File: src/rtl/hb_gate_gen.sv
module hb_gate_gen #(
  parameter int HP_W      = 12,
  parameter int HP_FAST   = 40,
  parameter int HP_SLOW   = 400,
  parameter int DT_LONG   = 18,
  parameter int DT_SHORT  = 10
) (
  input  logic            clk,
  input  logic            rst,
  input  logic            en,
  input  logic            dt_sel,
  input  logic [HP_W-1:0] hp_req,
  output logic            gate_lo,
  output logic            gate_hi,
  output logic            lo_rise
);

  localparam logic [HP_W-1:0] FAST_V  = HP_W'(HP_FAST);
  localparam logic [HP_W-1:0] SLOW_V  = HP_W'(HP_SLOW);
  localparam logic [HP_W-1:0] DTL_V   = HP_W'(DT_LONG);
  localparam logic [HP_W-1:0] DTS_V   = HP_W'(DT_SHORT);

  logic            run_q, run_n;
  logic            side_q, side_n;
  logic [HP_W-1:0] cnt_q, cnt_n;
  logic [HP_W-1:0] hp_q, hp_n;
  logic [HP_W-1:0] dt_q, dt_n;
  logic            lo_n, hi_n;

  wire [HP_W-1:0] hp_lim  = (hp_req < FAST_V) ? FAST_V :
                            (hp_req > SLOW_V) ? SLOW_V : hp_req;
  wire [HP_W-1:0] dt_pick = dt_sel ? DTS_V : DTL_V;
  wire            half_end = (cnt_q == hp_q - 1'b1);

  always_comb begin
    run_n  = run_q;
    side_n = side_q;
    cnt_n  = cnt_q;
    hp_n   = hp_q;
    dt_n   = dt_q;
    if (!en) begin
      run_n  = 1'b0;
      side_n = 1'b0;
      cnt_n  = '0;
    end else if (!run_q) begin
      run_n  = 1'b1;
      side_n = 1'b0;
      cnt_n  = '0;
      hp_n   = FAST_V;
      dt_n   = dt_pick;
    end else if (half_end) begin
      cnt_n  = '0;
      side_n = ~side_q;
      if (side_q) begin
        hp_n = hp_lim;
        dt_n = dt_pick;
      end
    end else begin
      cnt_n  = cnt_q + 1'b1;
    end
  end

  assign lo_n = run_n && !side_n && (cnt_n >= dt_n);
  assign hi_n = run_n &&  side_n && (cnt_n >= dt_n);

  always_ff @(posedge clk) begin
    if (rst) begin
      run_q   <= 1'b0;
      side_q  <= 1'b0;
      cnt_q   <= '0;
      hp_q    <= FAST_V;
      dt_q    <= DTL_V;
      gate_lo <= 1'b0;
      gate_hi <= 1'b0;
      lo_rise <= 1'b0;
    end else begin
      run_q   <= run_n;
      side_q  <= side_n;
      cnt_q   <= cnt_n;
      hp_q    <= hp_n;
      dt_q    <= dt_n;
      gate_lo <= lo_n;
      gate_hi <= hi_n;
      lo_rise <= lo_n && !gate_lo;
    end
  end

endmodule

File: config.mk
export PLATFORM = sky130hd
export DESIGN_NAME = hb_gate_gen
export DESIGN_NICKNAME = d
export VERILOG_FILES = /design/src/rtl/hb_gate_gen.sv
export SDC_FILE = /design/constraint.sdc
export NUM_CORES = 1
export LEC_CHECK = 0
export ABC_AREA = 1
export BUFFER_PORTS_ARGS = -buffer_cell sky130_fd_sc_hd__buf_2
export CAP_MARGIN = 20
export CORE_UTILIZATION = 35
export CTS_CLUSTER_DIAMETER = 120
export DETAILED_ROUTE_END_ITERATION = 6
export MAX_ROUTING_LAYER = met4
export PLACE_DENSITY = 0.51
export SLEW_MARGIN = 20
export SYNTH_ARGS = -nofsm -noshare
export SYNTH_HDL_FRONTEND = slang
export SYNTH_SLANG_ARGS = --single-unit
File: constraint.sdc
create_clock -name clk -period 5.5 [get_ports clk]
set_input_delay 0 -clock clk [delete_from_list [all_inputs] [get_ports clk]]
set_output_delay 0 -clock clk [all_outputs]
set_load 0.005 [all_outputs]
==> impl_metrics.tcl <==
set metrics [dict create \
    status "finished, final reports clean" \
    vias_per_cell 4.60 \
    grt_max_degree 29 \
    post-route-min-period_ns 3.42 \
    placed_cell_area_sq_um 2780 \
    max-clock-path-buffers 2 \
    max-cap-violations 0 \
    syn-instance-count 392 \
    placedCellCount 498 \
    num-fill-cells 820 \
    die_height_microns 88.9 \
    dieArea_sq_um 7900 \
    worst-r2r-setup-slack_ns 2.08 \
    dr.pass1.iters 4 \
    fmax_mhz 292 \
    wl_per_cell_microns 11.7 \
    areaGrowthSynthToFinish_pct 9.84 \
    grt_pass1_wl_microns 10200 \
    vias 2330 \
    power_uw 651 \
    arrival_ns 3.65 \
    ir_drop_uv 125 \
    htree_levels 2 \
    hold_viol_final 0 \
    worst_pin_slew_ns 0.701 \
    grt-ovfl-total 0 \
    cp_slowest_cell "nand3_4" \
    initialDrtViolationCount 103 \
    r2r-end "lo_rise" \
    ys_seq_area_frac 0.310 \
    worstHoldStart "dt_sel" \
    tns_ns 0 \
    grtUsageTotal 0.176 \
    portBuffers 18 \
    final_area_sq_um 2900 \
    cts_resized 0 \
    slew_viol_final 0 \
    synth_area_sq_um 2640 \
    synth_area_per_cell_sq_um 6.74 \
    critPathKind "register to register" \
    totalWireLength_microns 5940 \
    worstSkewPairLatency_ns 0.29 \
    worstHoldEndpoint "dt_q[4]" \
    hold_class "input pin to register" \
    cp-end-kind "register" \
    cts_setup_buffers 0 \
    synth_nets 422 \
    gp_congestion 0.879 \
    p_comb_frac 0.134 \
    path_cells "inv_2 -> ha_1 -> nand2_1 -> nor2_1 -> nand3_1 -> nand3_1 -> nand2_2 -> nor2_4 -> nand3_4 -> nand2_4 -> nand3_4 -> nand2_1 -> nand2_1 -> ha_1 -> nand2_1 -> o21ai_0 -> nand3_1 -> nand4_1 -> nand2_1 -> inv_1 -> nand2_1 -> nor2_1" \
    core_sq_um 7290 \
    numCtsBuffers 5 \
    critPathMaxStageDelay_ns 0.41 \
    critPathMaxFanout 28 \
    io_pins 19 \
    fp-row-count 31 \
    path_clk_slew_ns 0.08 \
    slew_headroom 0.531 \
    die_x_microns 88.9 \
    final_cell_mix "nand2_1 (98), nor2_1 (60), inv_1 (47)" \
    cts-root-buf "clkbuf_8" \
    finalSetupViolations 0 \
    p_leak_nw 1.39 \
    switchingPower_uw 172 \
    antennaDiodeCount 0 \
    switching_share 0.265 \
    ant_nets 0 \
    p_int_uw 479 \
    antenna_found_initial 0 \
    seq_power_share 0.478 \
    ys_types 31 \
    reg2reg_from "hp_q[0]" \
    worstHoldPathCells 4 \
    dp_hpwl_microns 4700 \
    reg2reg_depth 22 \
    ys_warn_count 0 \
    grt_pass1_vias 2208 \
    final_cell_count_no_fill 506 \
    layout-drive-gt1-share 0.162 \
    crit_top_cell "nand2_1" \
    initial_core_util 0.363 \
    final_common_cell "nand2_1" \
    min_period_over_period 0.622 \
    power_density_nw_per_um2 224 \
    required_ns 5.73 \
    ctsHoldBuffers 0 \
    cts_tree "built" \
    layout.nets 436 \
    fin_skew_ns 0.00683 \
    ys_ff_latch 41 \
    clkPwrFrac 0.388 \
    drc 0 \
    start_kind "register" \
    rsz0062_at_grt "false" \
    cts_sinks 41 \
]
[state kept, by name, summed over array words and instances, names as in the netlist]
signal,cells
hp_q,12
lo_rise,1
dt_q,12
gate_hi,1
gate_lo,1
side_q,1
cnt_q,12
run_q,1
[worst max-delay path: cells and delay by family (launching register included)]
kind	cells	cell delay, ns
flops	1	0.32
simple gates	17	2.11
fa+ha+maj	2	0.50
compound gates	1	0.25
buf+inv	2	0.17
[metal layers]
layer,wire (microns),vias to the layer above,global-route usage
met1,3110,1045,0.233
met4,72,0,0.0528
met3,165,8,0.0286
met5,0,-,-
met2,2590,31,0.276
li1,-,1246,-
[logic make-up (layout without fill, tap and decap cells)]
group,after synthesis,in the layout,share of synthesized area
xor+xnor,11,11,0.0364
flops,41,41,0.310
compound gates,18,18,0.0364
fa+ha+maj,14,14,0.0663
simple gates,243,243,0.446
buf+inv,65,80,0.105
[worst max-delay path by stage]
stage            start       to  slack, ns  depth (start not counted)
2_1_floorplan  hp_q[0]  lo_rise       2.81                         24
3_3_place_gp   hp_q[0]  lo_rise       2.16                         22
3_5_place_dp   hp_q[0]  lo_rise       2.09                         22
4_1_cts        hp_q[0]  lo_rise       2.07                         22
5_1_grt        hp_q[1]  lo_rise       1.68                         24
6_report       hp_q[0]  lo_rise       2.08                         22
[synthesized netlist by cell type, drive strengths merged]
| master | count | area (sq um) |
|---|---|---|
| nand3 | 32 | 200 |
| clkbuf | 4 | 15.0 |
| xnor2 | 3 | 26.3 |
| nor3 | 15 | 75.1 |
| a211oi | 1 | 7.51 |
| xor2 | 8 | 70.1 |
| inv | 53 | 199 |
| nand2 | 111 | 499 |
| or2 | 1 | 6.26 |
| buf | 7 | 58.8 |
| nand3b | 1 | 7.51 |
| nand4 | 6 | 37.5 |
| nor3b | 1 | 7.51 |
| a21oi | 9 | 45.0 |
| clkinv | 1 | 3.75 |
| nor2 | 74 | 333 |
| o21ai | 8 | 43.8 |
| nor4 | 2 | 12.5 |
| ha | 14 | 175 |
| dfxtp | 41 | 821 |
[cell type report]
type                            instances  area [sq um]  area share
Tap cell                               99           124      0.0427
Sequential cell                        41           821       0.283
Clock buffer                            6          82.6      0.0284
Clock inverter                          2          37.5      0.0129
Inverter                               54           203      0.0698
Timing Repair Buffer                   18          90.1      0.0310
Multi-Input combinational cell        286          1550       0.533
[power by group through the flow]
stage	clock, mW	combinational, mW	sequential (mW)
after floorplan	0	0.0722	0.315
after global placement	0	0.0873	0.318
after detailed placement	0	0.0878	0.318
after CTS	0.266	0.0882	0.311
after global routing	0.275	0.0999	0.312
final	0.253	0.0871	0.311
[through the flow]
stage / hold WS (ns) / worst slack (ns) / util
3_3_place_gp: 0.382 / 2.16 / 0.382
3_5_place_dp: 0.385 / 2.09 / 0.382
5_1_grt: 0.0798 / 1.68 / 0.398
2_1_floorplan: 0.243 / 2.81 / -
4_1_cts: 0.0667 / 2.07 / 0.398
6_report: 0.0636 / 2.08 / 0.398
(Power assumes the default switching activity.)
